### src/rtl/scan_pkg.sv
package scan_pkg;
    typedef enum logic [1:0] {
        PH_IDLE  = 2'd0,
        PH_RESET = 2'd1,
        PH_INTEG = 2'd2,
        PH_CALIB = 2'd3
    } phase_e;

    localparam int GAIN_W = 2;

    function automatic int strobe_cycles(input int khz, input int tenths_us);
        int c;
        c = (khz * tenths_us) / 10000;
        return (c < 1) ? 1 : c;
    endfunction
endpackage

### src/rtl/scan_strobe_timer.sv
module scan_strobe_timer #(
    parameter int W_NORM = 730,
    parameter int W_LN   = 2730
) (
    input  logic clk_i,
    input  logic rst_ni,
    input  logic start_i,
    input  logic low_noise_i,
    output logic busy_o,
    output logic last_o
);
    localparam int WMAX = (W_LN > W_NORM) ? W_LN : W_NORM;
    localparam int CW   = $clog2(WMAX + 1);

    typedef struct packed {
        logic          busy;
        logic [CW-1:0] cnt;
    } tmr_t;

    tmr_t tmr_d, tmr_q;

    always_comb begin
        tmr_d = tmr_q;
        if (start_i) begin
            tmr_d.busy = 1'b1;
            tmr_d.cnt  = low_noise_i ? CW'(W_LN - 1) : CW'(W_NORM - 1);
        end else if (tmr_q.busy) begin
            if (tmr_q.cnt == '0) tmr_d.busy = 1'b0;
            else                 tmr_d.cnt  = tmr_q.cnt - 1'b1;
        end
    end

    always_ff @(posedge clk_i or negedge rst_ni) begin
        if (!rst_ni) tmr_q <= '0;
        else         tmr_q <= tmr_d;
    end

    assign busy_o = tmr_q.busy;
    assign last_o = tmr_q.busy && (tmr_q.cnt == '0);

    AST_TMR_BOUND: assert property (@(posedge clk_i) disable iff (!rst_ni)
        tmr_q.busy |-> (int'(tmr_q.cnt) < WMAX));
    AST_TMR_RUNS: assert property (@(posedge clk_i) disable iff (!rst_ni)
        (tmr_q.busy && !last_o && !start_i) |=> tmr_q.busy);
endmodule

### src/rtl/scan_table.sv
module scan_table #(
    parameter int NCH = 8,
    parameter int AW  = 3,
    parameter int GW  = 2
) (
    input  logic              clk_i,
    input  logic              rst_ni,
    input  logic              load_i,
    input  logic [AW-1:0]     count_i,
    input  logic [NCH*AW-1:0] order_i,
    input  logic [NCH*GW-1:0] gain_i,
    input  logic [NCH-1:0]    bip_i,
    input  logic [AW-1:0]     slot_i,
    output logic [AW-1:0]     addr_o,
    output logic [GW-1:0]     gain_o,
    output logic              bip_o,
    output logic [AW-1:0]     last_slot_o
);
    typedef struct packed {
        logic [AW-1:0]     cnt;
        logic [NCH*AW-1:0] ord;
        logic [NCH*GW-1:0] gain;
        logic [NCH-1:0]    bip;
    } tbl_t;

    tbl_t tbl_d, tbl_q;

    always_comb begin
        tbl_d = tbl_q;
        if (load_i) begin
            tbl_d.cnt  = count_i;
            tbl_d.ord  = order_i;
            tbl_d.gain = gain_i;
            tbl_d.bip  = bip_i;
        end
    end

    always_ff @(posedge clk_i or negedge rst_ni) begin
        if (!rst_ni) tbl_q <= '0;
        else         tbl_q <= tbl_d;
    end

    logic [AW-1:0] ord_arr  [NCH];
    logic [GW-1:0] gain_arr [NCH];

    for (genvar g = 0; g < NCH; g++) begin : g_unpack
        assign ord_arr[g]  = tbl_q.ord[g*AW +: AW];
        assign gain_arr[g] = tbl_q.gain[g*GW +: GW];
    end

    assign addr_o      = ord_arr[slot_i];
    assign gain_o      = gain_arr[addr_o];
    assign bip_o       = tbl_q.bip[addr_o];
    assign last_slot_o = tbl_q.cnt;

    AST_TBL_HOLD: assert property (@(posedge clk_i) disable iff (!rst_ni)
        !load_i |=> $stable(tbl_q));
endmodule

### src/rtl/scan_sequencer.sv
module scan_sequencer #(
    parameter int NCH     = 8,
    parameter int CLK_KHZ = 50000
) (
    input  logic                  clk_i,
    input  logic                  rst_ni,
    input  logic                  en_i,
    input  logic                  low_noise_i,
    input  logic [$clog2(NCH)-1:0] cfg_count_i,
    input  logic [NCH*$clog2(NCH)-1:0] cfg_order_i,
    input  logic [NCH*2-1:0]      cfg_gain_i,
    input  logic [NCH-1:0]        cfg_bipolar_i,
    input  logic                  conv_done_i,
    input  logic                  cal_done_i,
    output logic [$clog2(NCH)-1:0] addr_o,
    output logic                  strobe_o,
    output logic                  integrate_o,
    output logic                  calibrate_o,
    output logic [1:0]            gain_o,
    output logic                  bipolar_o,
    output logic                  res_valid_o,
    output logic [$clog2(NCH)-1:0] res_addr_o,
    output logic [1:0]            res_gain_o,
    output logic                  res_bipolar_o
);
    import scan_pkg::*;

    localparam int AW     = $clog2(NCH);
    localparam int W_NORM = strobe_cycles(CLK_KHZ, 146);
    localparam int W_LN   = strobe_cycles(CLK_KHZ, 546);

    typedef struct packed {
        phase_e          ph;
        logic [AW-1:0]   slot;
        logic            vld;
        logic [AW-1:0]   vaddr;
        logic [GAIN_W-1:0] vgain;
        logic            vbip;
    } seq_t;

    seq_t seq_d, seq_q;
    logic load, start, tmr_busy, tmr_last;
    logic [AW-1:0] cur_addr, last_slot;
    logic [GAIN_W-1:0] cur_gain;
    logic cur_bip;

    scan_table #(.NCH(NCH), .AW(AW), .GW(GAIN_W)) u_table (
        .clk_i      (clk_i),
        .rst_ni     (rst_ni),
        .load_i     (load),
        .count_i    (cfg_count_i),
        .order_i    (cfg_order_i),
        .gain_i     (cfg_gain_i),
        .bip_i      (cfg_bipolar_i),
        .slot_i     (seq_q.slot),
        .addr_o     (cur_addr),
        .gain_o     (cur_gain),
        .bip_o      (cur_bip),
        .last_slot_o(last_slot)
    );

    scan_strobe_timer #(.W_NORM(W_NORM), .W_LN(W_LN)) u_timer (
        .clk_i      (clk_i),
        .rst_ni     (rst_ni),
        .start_i    (start),
        .low_noise_i(low_noise_i),
        .busy_o     (tmr_busy),
        .last_o     (tmr_last)
    );

    always_comb begin
        seq_d     = seq_q;
        seq_d.vld = 1'b0;
        load      = 1'b0;
        start     = 1'b0;
        unique case (seq_q.ph)
            PH_IDLE: begin
                if (en_i) begin
                    load       = 1'b1;
                    start      = 1'b1;
                    seq_d.slot = '0;
                    seq_d.ph   = PH_RESET;
                end
            end
            PH_RESET: begin
                if (tmr_last) seq_d.ph = PH_INTEG;
            end
            PH_INTEG: begin
                if (conv_done_i) seq_d.ph = PH_CALIB;
            end
            PH_CALIB: begin
                if (cal_done_i) begin
                    seq_d.vld   = 1'b1;
                    seq_d.vaddr = cur_addr;
                    seq_d.vgain = cur_gain;
                    seq_d.vbip  = cur_bip;
                    if (seq_q.slot == last_slot) begin
                        seq_d.slot = '0;
                        if (en_i) begin
                            load     = 1'b1;
                            start    = 1'b1;
                            seq_d.ph = PH_RESET;
                        end else begin
                            seq_d.ph = PH_IDLE;
                        end
                    end else begin
                        seq_d.slot = seq_q.slot + 1'b1;
                        start      = 1'b1;
                        seq_d.ph   = PH_RESET;
                    end
                end
            end
            default: seq_d.ph = PH_IDLE;
        endcase
    end

    always_ff @(posedge clk_i or negedge rst_ni) begin
        if (!rst_ni) seq_q <= '0;
        else         seq_q <= seq_d;
    end

    assign addr_o        = cur_addr;
    assign gain_o        = cur_gain;
    assign bipolar_o     = cur_bip;
    assign strobe_o      = tmr_busy;
    assign integrate_o   = (seq_q.ph == PH_INTEG);
    assign calibrate_o   = (seq_q.ph == PH_CALIB);
    assign res_valid_o   = seq_q.vld;
    assign res_addr_o    = seq_q.vaddr;
    assign res_gain_o    = seq_q.vgain;
    assign res_bipolar_o = seq_q.vbip;

    AST_ONE_PHASE: assert property (@(posedge clk_i) disable iff (!rst_ni)
        $onehot0({strobe_o, integrate_o, calibrate_o}));
    AST_INT_AFTER_STROBE: assert property (@(posedge clk_i) disable iff (!rst_ni)
        $rose(integrate_o) |-> $past(strobe_o));
    AST_ADDR_HELD_INT: assert property (@(posedge clk_i) disable iff (!rst_ni)
        $rose(integrate_o) |-> $stable(addr_o));
    AST_ADDR_HELD_CAL: assert property (@(posedge clk_i) disable iff (!rst_ni)
        calibrate_o |-> $stable(addr_o));
    AST_VALID_PULSE: assert property (@(posedge clk_i) disable iff (!rst_ni)
        res_valid_o |=> !res_valid_o);
    AST_VALID_SOURCE: assert property (@(posedge clk_i) disable iff (!rst_ni)
        res_valid_o |-> $past(calibrate_o && cal_done_i));
    AST_CAL_HOLD: assert property (@(posedge clk_i) disable iff (!rst_ni)
        (calibrate_o && !cal_done_i) |=> calibrate_o);
endmodule

### config.mk
export PLATFORM = sky130hd
export DESIGN_NAME = scan_sequencer
export DESIGN_NICKNAME = d
export VERILOG_FILES = /design/src/rtl/scan_pkg.sv /design/src/rtl/scan_strobe_timer.sv /design/src/rtl/scan_table.sv /design/src/rtl/scan_sequencer.sv
export SDC_FILE = /design/constraint.sdc
export NUM_CORES = 1
export LEC_CHECK = 0
export BUFFER_PORTS_ARGS = -buffer_cell sky130_fd_sc_hd__buf_2
export CAP_MARGIN = 10
export CORE_UTILIZATION = 55
export DETAILED_ROUTE_END_ITERATION = 12
export PLACE_DENSITY_LB_ADDON = 0.2
export SLEW_MARGIN = 0
export SYNTH_ARGS = -nofsm -noshare
export SYNTH_HDL_FRONTEND = slang
export SYNTH_HIERARCHICAL = 1
export SYNTH_SLANG_ARGS = --single-unit
export TNS_END_PERCENT = 20
### constraint.sdc
create_clock -name clk_i -period 2.8 [get_ports clk_i]
set_input_delay 0.28 -clock clk_i [delete_from_list [all_inputs] [get_ports clk_i]]
set_output_delay 0.28 -clock clk_i [all_outputs]
set_load 0.03 [all_outputs]
==> results of run 1 <==
## layer usage
layer  up-vias  global-route usage, %  part of all wire [%]
met5         -                      0                     0
met1      1222                   28.7                    46
met2        56                   34.6                    48
li1       1214                      -                     -
met3        14                   5.10                   3.9
met4         0                   8.33                   1.9
## metrics by stage
step	hold slack, ns	utilization, %
2_1_floorplan	-0.0156	-
3_3_place_gp	0.482	63.2
3_5_place_dp	0.487	63.2
4_1_cts	0.104	66.8
5_1_grt	0.134	67.9
6_report	0.0647	67.9
## cell type report
| cell class | count | area (um2) |
|---|---|---|
| Tap cell | 96 | 120 |
| Clock inverter | 6 | 66.3 |
| Timing Repair Buffer | 89 | 534 |
| Clock buffer | 9 | 124 |
| Sequential cell | 76 | 1900 |
| Multi-Input combinational cell | 185 | 1830 |
| Inverter | 10 | 37.5 |
| Fill cell | 507 | 2180 |
## registers in the layout, summed over array words and instances, names as in the netlist
name	cells
u_table/ord_arr	24
res_gain_o	2
u_timer/tmr_q	12
u_table/last_slot_o	3
u_table/gain_arr	16
u_table/tbl_q	8
seq_q	5
res_addr_o	3
res_bipolar_o	1
u_timer/busy_o	1
res_valid_o	1
## path summary, 6_finish.rpt
kind / from / to / slack (ns)
max: seq_q[7] / bipolar_o / 0.05
max in group asynchronous: rst_ni / seq_q[9] / 2.11
max reg2reg: seq_q[7] / res_gain_o[0] / 0.49
min in group clk_i: cfg_gain_i[12] / u_table/gain_arr[2] / 0.16
min: rst_ni / u_table/gain_arr[8] / 0.06
min reg2reg: res_addr_o[0] / res_addr_o[0] / 0.51
## cell usage in the layout (no fill, tap or decap), types with 3 or more instances in the layout
cell type / Yosys / layout
a21oi_1: 10 / 10
a22o_1: 3 / 3
buf_2: 1 / 68
buf_4: 8 / 16
buf_6: 1 / 3
clkbuf_8: 0 / 9
clkinvlp_4: 0 / 3
dfrtp_1: 76 / 76
ha_1: 8 / 8
inv_1: 9 / 8
mux2_2: 57 / 58
mux2i_1: 15 / 11
mux2i_2: 0 / 4
mux4_2: 6 / 6
nand2_1: 8 / 8
nand2b_1: 3 / 3
nor2_1: 10 / 9
nor2b_1: 3 / 3
nor3_1: 4 / 4
o21ai_0: 4 / 4
o21ai_1: 3 / 3
xnor2_1: 4 / 4
xor2_1: 4 / 4
## cell families after synthesis
logic type	count (synthesis)	synth area share [%]
and+or+nand+nor	51	8.91
buffers and inverters	29	4.26
DFF	76	49.4
adders and majority gates	8	2.60
AOI/OAI and AO/OA	38	8.00
xor gates and xnor gates	8	1.82
muxes	80	25.0
## power by group
group          total [uW]  internal (uW)  switching [uW]
combinational        61.6           28.3            33.2
sequential           1100           1100               0
clock                 805            406             399
## what timing repair did
item | CTS | global route
buffers inserted | 4 | 3
pin swaps | 1 | 5
endpoints found under the hold margin | 0 | 0
gates resized for setup | 3 | 15
hold buffers | 0 | 0
setup endpoints to repair | 3 | 3
==> results by group, run 1 <==
Cells and area
  • Final instance area: roughly 4600 um2
  • Synth-to-layout area growth: 19.9%
  • Share of cells above drive strength 1: about half
  • Non-filler cells, final: between 400 and 500
  • Antenna cells: 0
  • # nets final: ~440

GRT
  • GRT Total Usage: a little over a fifth
  • Initial antenna violation count: 0
  • Gr ovfl total: 0
  • Global-route wire length before repair: between 10000 and 15000 um
  • Vias in the first global route: 2567
  • Largest net degree at the start of global routing: a little under 80

Detailed routing
  • Routed Antenna Nets: 0
  • Residual DRC: 0
  • DR vias/cell: 5.32
  • WL/cell: between 15 and 20 um
  • TritonRoute pass-1 iters: 4
  • Routed wire length: about 7300 um
  • Vias: around 2500
  • Starting DRC count in detailed routing: 54

CTS
  • Clock-pin slew on the worst setup and hold paths: approximately 0.08 ns
  • CTS buffer count: 9
  • CTS max path bufs: 2
  • Clk_lat worst skew: ~0.34 ns
  • Sink Count: 76
  • CTS tree: done
  • Clk root buf: clkbuf_8
  • # H-tree levels: 3

Setup path
  • Slowest cell on the critical path: mux4_2
  • R2R cell count: 8
  • Critical Path RT: between 2 and 3 ns
  • Worst setup EP type: primary output
  • Family with the most delay on the worst path: multiplexers
  • Crit Path Class: reg -> out
  • Setup crit start kind: flip-flop
  • Critical Path AT: between 2 and 2.5 ns
  • Crit path max fanout: 10
  • Crit path top cell by count: buf_4
  • WP buf/inv: 3
  • Crit path depth: 8
  • Worst-path cell chain: buf_4 > mux4_2 > mux2i_4 > buf_12 > mux2i_1 > a22o_1 > a221oi_2 > buf_4
  • Slowest stage delay, CP: about 0.52 ns

Place
  • DP Area: ~4300 um2
  • Routability Congestion: between 0.7 and 0.8
  • Post-Place Cells: 449
  • HPWL Detailed: about 5200 um
  • Pre-CTS setup slack: around 0.25 ns
  • I/O Buffers: 72

Logic synthesis
  • Most frequent cell after synthesis: dfrtp_1
  • Number of warnings issued by yosys: 6
  • Number of synthesized flops with an enable pin: 0
  • Syn Area/Cell: 13.3 um2
  • Count of cell types in the netlist: between 50 and 60
  • Largest area contributor in the netlist: dfrtp_1
  • Synth area leaders: dfrtp_1, mux2_2, mux2i_1, mux4_2, ha_1
  • Mapped Cells: 290
  • Post-synth top cells: dfrtp_1, mux2_2, mux2i_1, a21oi_1, nor2_1
  • Ys flop type: dfrtp_1
  • Synth Cell Area: ~3800 um2
  • Syn_nets: around 360
  • Yosys top cell area share: approximately half
  • Flops & latches, synth: 76
  • Seq/Total Area, Yosys: between 40% and 50%
  • Ys async rst share: 100%

Floorplanning
  • Die Area: between 7000 and 8000 um2
  • CORE AREA: approximately 6800 um2
  • Starting Density: a little under three fifths
  • Number of I/O pins: 73
  • Die Width: 85.6 um
  • Die Y: 85.6 um
  • Row count: 30

Timing
  • RSZ-0062 raised after global routing: true
  • Least-Margin Pin Slew: around 0.94 ns
  • Worst setup margin: 0.0503 ns
  • Final Skew: 0.00900 ns
  • Headroom to the max-slew limit: 37.3%
  • Fmax: ~360 MHz
  • Setup total negative slack: 0 ns
  • Tcrit/Tclk final: between 90 and 100%
  • Crit path time final: about 2.7 ns
  • Final Hold Vio Count: 0
  • Pins Over Slew Limit: 0
  • Setup violations, final: 0

Pwr
  • Worst VDD drop: between 0.2 and 0.3 mV
  • Leak: 0.00229 uW
  • Tot Pwr: between 1500 and 2000 uW
  • PwrDens: between 400 and 500 nW/um2

Outcome
  • Status: finished, final reports clean

Flow run
  • Max Cap Viol: 0

Hold path
  • Hold Crit Class: in -> async
No activity file was read; power rests on OpenSTA's default activity.
==> run 2, diff against run 1 <==
Settings changed: CORE_ASPECT_RATIO set to 0.5.
==> run 2 against run 1 <==
  * Global-route usage increased by 1.1 points
  * Sequential share of layout area down 0.51 points
  * Via count fell by 0.84%
  * Clock power up 33%
  * Flip-flop and latch count unchanged
  * Highest routed layer unchanged
==> results by group, run 2 (synthesis results as in run 1) <==
Outcome
  • Status: finished, final reports clean

GRT
  • GRT Total Usage: 22.7%
  • Initial antenna violation count: 0
  • Largest net degree at the start of global routing: 77
  • Gr ovfl total: 0
  • Global-route wire length before repair: 12200 um
  • Vias in the first global route: between 2000 and 3000

Pwr
  • Clock share of power: a little under half
  • Internal power: 1770 uW
  • PwrDens: roughly 480 nW/um2
  • Tot Pwr: 2230 uW
  • Sw Share: 20.5%
  • Worst VDD drop: roughly 0.35 mV
  • Combinational share of power: under 10%
  • Net Sw Power: 457 uW
  • Leak: 0.00233 uW
  • Flop pwr share: just under 50%

Setup path
  • Slowest stage delay, CP: 0.54 ns
  • Family with the most delay on the worst path: multiplexers
  • Setup crit start kind: flip-flop
  • WP buf/inv: 3
  • Critical Path RT: roughly 2.5 ns
  • Crit path top cell by count: buf_6
  • Slowest cell on the critical path: mux4_2
  • Reg2reg setup slack: 0.34 ns
  • Crit path max fanout: 6
  • Reg2reg start: seq_q[7]
  • Critical Path AT: approximately 2.4 ns
  • CP startpoint: seq_q[7]
  • Worst setup EP type: primary output
  • Worst-path cell chain: buf_6 > mux4_2 > mux2i_2 > inv_1 > and2_4 > a221oi_4 > buf_6
  • Crit Path Class: reg -> out

Detailed routing
  • DR vias/cell: approximately 5.4
  • Routed Antenna Nets: 0
  • Starting DRC count in detailed routing: roughly 110
  • Vias: 2485
  • Routed wire length: between 7000 and 8000 um
  • Residual DRC: 0
  • WL/cell: 16.3 um
  • TritonRoute pass-1 iters: 4

Floorplanning
  • Row count: 21
  • Number of I/O pins: 73
  • Starting Density: between 50% and 60%
  • Die Area: 7350 um2
  • Die Width: between 100 and 150 um
  • Die Y: 61.1 um
  • CORE AREA: approximately 6700 um2

Place
  • Routability Congestion: approximately 0.86
  • HPWL Detailed: around 5400 um
  • Post-Place Cells: 444
  • I/O Buffers: roughly 70

Cells and area
  • Multi-input combinational cell area: ~1800 um2
  • Filler instances: 489
  • Max FFs per register: 24
  • Antenna cells: 0
  • Synth-to-layout area growth: 21.4%
  • Share of cells above drive strength 1: 48.9%
  • Most frequent cells in the layout: dfrtp_1, buf_2, mux2_2, mux2i_1, buf_4
  • Non-filler cells, final: approximately 460
  • Fin util: 69.4%
  • Commonest non-fill, non-tap cell in the layout: dfrtp_1
  • # nets final: between 400 and 500
  • Register area: roughly 1900 um2

CTS
  • Clock-pin slew on the worst setup and hold paths: 0.06 ns
  • Cts hold-fix bufs: 0
  • Sink Count: 76
  • Clk root buf: clkbuf_16
  • CTS buffer count: 9
  • CTS max path bufs: 2
  • Clk_lat worst skew: 0.34 ns
  • # H-tree levels: 3
  • CTS tree: done

Timing
  • Final hold slack: approximately 0.17 ns
  • Least-Margin Pin Slew: between 0.9 and 1 ns
  • Crit path time final: approximately 2.7 ns
  • Final Skew: around 0.0056 ns
  • Fmax: between 300 and 400 MHz
  • Pins Over Slew Limit: 0
  • Final Hold Vio Count: 0
  • Headroom to the max-slew limit: a little over a third
  • Tcrit/Tclk final: 96.4%
  • Setup violations, final: 0

Hold path
  • Hold Crit Class: in -> reg
  • HP Start: cfg_order_i[13]

Flow run
  • Max Cap Viol: 0
## run 2: what timing repair did
item / in CTS / in global routing
pin swaps: 0 / 1
setup buffers: 2 / 3
hold endpoints to repair: 0 / 0
gates resized for setup: 7 / 11
setup endpoints to repair: 3 / 3
## run 2: cell type report
cell class | instances | area share, %
inverter | 10 | 0.804
clock inverter | 3 | 0.482
multi-input combinational | 185 | 39.2
timing repair buffer | 86 | 10.9
clock buffer | 12 | 5.49
sequential | 76 | 40.7
tap | 92 | 2.46
## run 2: worst reg2reg max path: stages, from the launching register on
cell and delay (ns):
dfrtp_1 0.42, buf_6 0.16, buf_4 0.14, xor2_1 0.25, o41ai_1 0.16, a21oi_1 0.74
inv_1 0.24, nor2_1 0.18, a21oi_1 0.06
## run 2: power groups by stage
stage | Sequential [uW] | Clock, uW | Combinational (uW)
3_3_place_gp | 1120 | 0 | 62.0
4_1_cts | 1100 | 1090 | 64.7
2_1_floorplan | 1120 | 0 | 1.60
6_report | 1100 | 1070 | 62.5
3_5_place_dp | 1120 | 0 | 64.6
5_1_grt | 1100 | 1150 | 71.5
## run 2: per-stage QoR
step / cell area, um2 / setup WS [ns] / TNS [ns]
2_1_floorplan: 3850 / 0.0995 / 0
3_3_place_gp: 4280 / 0.289 / 0
3_5_place_dp: 4280 / 0.258 / 0
4_1_cts: 4590 / 0.0147 / 0
5_1_grt: 4670 / -0.00785 / -0.0150
6_report: 4670 / 0.102 / 0
## run 2: path summary, 6_finish.rpt
check,end,cells after the start
setup reg to reg,u_timer/tmr_q[11],8
hold reg to reg,u_table/ord_arr[5],1
min in group asynchronous,u_table/tbl_q[2],2
hold / removal,u_table/ord_arr[10],2
setup / recovery,gain_o[0],7
max in group asynchronous,u_timer/tmr_q[8],2
## run 2: routing by layer
metal	routed length [um]	share of wire, %	global-route usage, %
met5	0	0	0
met4	72	0.95	6.35
met1	3270	43	26.0
met3	357	4.7	8.80
met2	3870	51	41.1
==> run 3, diff against run 2 <==
Clock period 2.8 ns to 2.6 ns, I/O delays scaled along.
==> run 3 against run 2 <==
  * The flow now finishes with violations (negative hold slack, negative setup slack)
  * Non-clock buffer count rose by 3
  * Critical path depth did not move
  * Sequential share of layout area fell by 0.082 points
  * Cell area rose by 0.27%
  * Flip-flop and latch count did not move
  * Register-to-register slack barely moved
  * Sequential power rose by 7%
  * Worst setup slack got worse by 0.18 ns
  * Critical path type unchanged
==> results by group, run 3 (synthesis results as in run 1) <==
Flow run
  • Max Cap Viol: 0

Place
  • Pre-CTS setup slack: just under 0.05 ns
  • I/O Buffers: 72
  • Routability Congestion: between 0.9 and 1
  • HPWL Detailed: between 5000 and 6000 um

Timing
  • Headroom to the max-slew limit: between 50% and 60%
  • Final Skew: approximately 0.0045 ns
  • RSZ-0062 raised after global routing: true
  • Final hold slack: -0.0123 ns
  • Tcrit/Tclk final: 103%
  • Fmax: roughly 370 MHz
  • Pins Over Slew Limit: 0
  • Least-Margin Pin Slew: roughly 0.73 ns
  • Final Hold Vio Count: 21
  • Worst setup margin: -0.0751 ns
  • Setup violations, final: 3
  • Crit path time final: 2.68 ns

CTS
  • Clk root buf: clkbuf_16
  • CTS tree: done
  • CTS max path bufs: 2
  • # H-tree levels: 3
  • Sink Count: 76
  • CTS buffer count: 9
  • Clk_lat worst skew: between 0.3 and 0.4 ns
  • Cts hold-fix bufs: 0
  • Clock-pin slew on the worst setup and hold paths: 0.06 ns

Cells and area
  • Synth-to-layout area growth: 21.7%
  • Max FFs per register: 24
  • Commonest non-fill, non-tap cell in the layout: dfrtp_1
  • Share of cells above drive strength 1: approximately half
  • # nets final: 436
  • Antenna cells: 0
  • Most frequent cells in the layout: dfrtp_1, buf_2, mux2_2, mux2i_1, buf_4

Detailed routing
  • TritonRoute pass-1 iters: 6
  • Vias: about 2500
  • WL/cell: between 15 and 20 um
  • Routed Antenna Nets: 0
  • DR vias/cell: around 5.4
  • Routed wire length: between 7000 and 8000 um
  • Residual DRC: 0
  • Starting DRC count in detailed routing: 153

GRT
  • Vias in the first global route: ~2600
  • Global-route wire length before repair: roughly 12000 um
  • Largest net degree at the start of global routing: 52
  • Initial antenna violation count: 0
  • GRT Total Usage: between 20% and 30%
  • Gr ovfl total: 0

Setup path
  • Worst-path cell chain: mux4_2 > mux2i_4 > buf_12 > mux2i_1 > a22o_1 > a221oi_4 > buf_6
  • Critical Path RT: about 2.3 ns
  • Critical Path AT: 2.42 ns
  • Crit Path Class: reg -> out
  • Crit path max fanout: 11
  • Slowest cell on the critical path: mux4_2
  • Slowest stage delay, CP: ~0.55 ns
  • Setup crit start kind: flip-flop
  • Worst setup EP type: primary output

Floorplanning
  • Die Y: between 60 and 70 um
  • CORE AREA: 6730 um2
  • Row count: 21
  • Starting Density: 57.2%
  • Die Area: ~7400 um2
  • Number of I/O pins: 73
  • Die Width: 120 um

Pwr
  • Leak: ~0.0024 uW
  • PwrDens: between 500 and 600 nW/um2
  • Worst VDD drop: between 0.3 and 0.4 mV
  • Tot Pwr: 2370 uW

Outcome
  • Failing checks: negative hold slack, negative setup slack
  • Status: complete, but fails checks

Hold path
  • Hold Crit Class: in -> async
run 3: changes by cell type in the layout (fill, tap and decap cells not counted), sizes merged:
cell,before,now
clkinv,0,3
buf,86,89
clkbuf,12,11
clkinvlp,3,1
run 3: worst paths after layout:
| kind | from | to | slack [ns] | cells past startpoint |
|---|---|---|---|---|
| setup / recovery | seq_q[7] | gain_o[0] | -0.08 | 7 |
| max in group asynchronous | rst_ni | seq_q[7] | 1.82 | 2 |
| hold / removal | rst_ni | u_table/tbl_q[2] | -0.01 | 1 |
| setup reg to reg | seq_q[7] | res_gain_o[1] | 0.33 | 8 |
| min in group clk_i | cfg_gain_i[6] | u_table/gain_arr[8] | 0.16 | 2 |
| hold reg to reg | res_gain_o[1] | res_gain_o[1] | 0.50 | 1 |
run 3: cell type report:
class / instances / area (um2)
clock buffers: 11 / 243
inverters: 10 / 37.5
multi-input cells: 185 / 1820
flip-flops and latches: 76 / 1900
well taps: 92 / 115
fillers: 508 / 2040
repair buffers: 89 / 536
clock inverters: 4 / 26.3
run 3: what timing repair did:
| action | 4_1_cts | 5_1_grt |
|---|---|---|
| endpoints found under the setup margin | 3 | 5 |
| pin swaps | 1 | 6 |
| gates resized for setup | 9 | 7 |
| setup buffers | 3 | 2 |
run 3: stage by stage:
step | TNS, ns | cells | hold slack (ns) | utilization, % | cell area, um2
2_1_floorplan | -0.218 | 290 | -0.0356 | - | 3860
4_1_cts | -0.187 | 465 | 0.000275 | 68.9 | 4630
5_1_grt | -0.454 | 467 | 0.0405 | 69.6 | 4680
3_3_place_gp | 0 | 447 | 0.354 | 64.3 | 4330
3_5_place_dp | 0 | 447 | 0.359 | 64.3 | 4330
6_report | -0.193 | 467 | -0.0123 | 69.6 | 4680
run 3: worst max-delay path, delay by kind of cell, from the launching register on:
kind	cells	cell delay, ns
flops	1	0.43
mux	3	0.82
compound gates	2	0.49
buf+inv	2	0.34
run 3: layer usage:
metal,vias to the layer above,GRT usage (%),routed length [um]
li1,1204,-,-
met4,0,8.99,112
met2,48,40.6,3960
met5,-,0,0
met1,1263,26.4,3240
met3,13,6.67,330
run 3: report_power, final:
part           internal [uW]  switching [uW]  total [uW]
combinational           32.1            36.8        69.0
clock                    664             451        1110
sequential              1180               0        1180
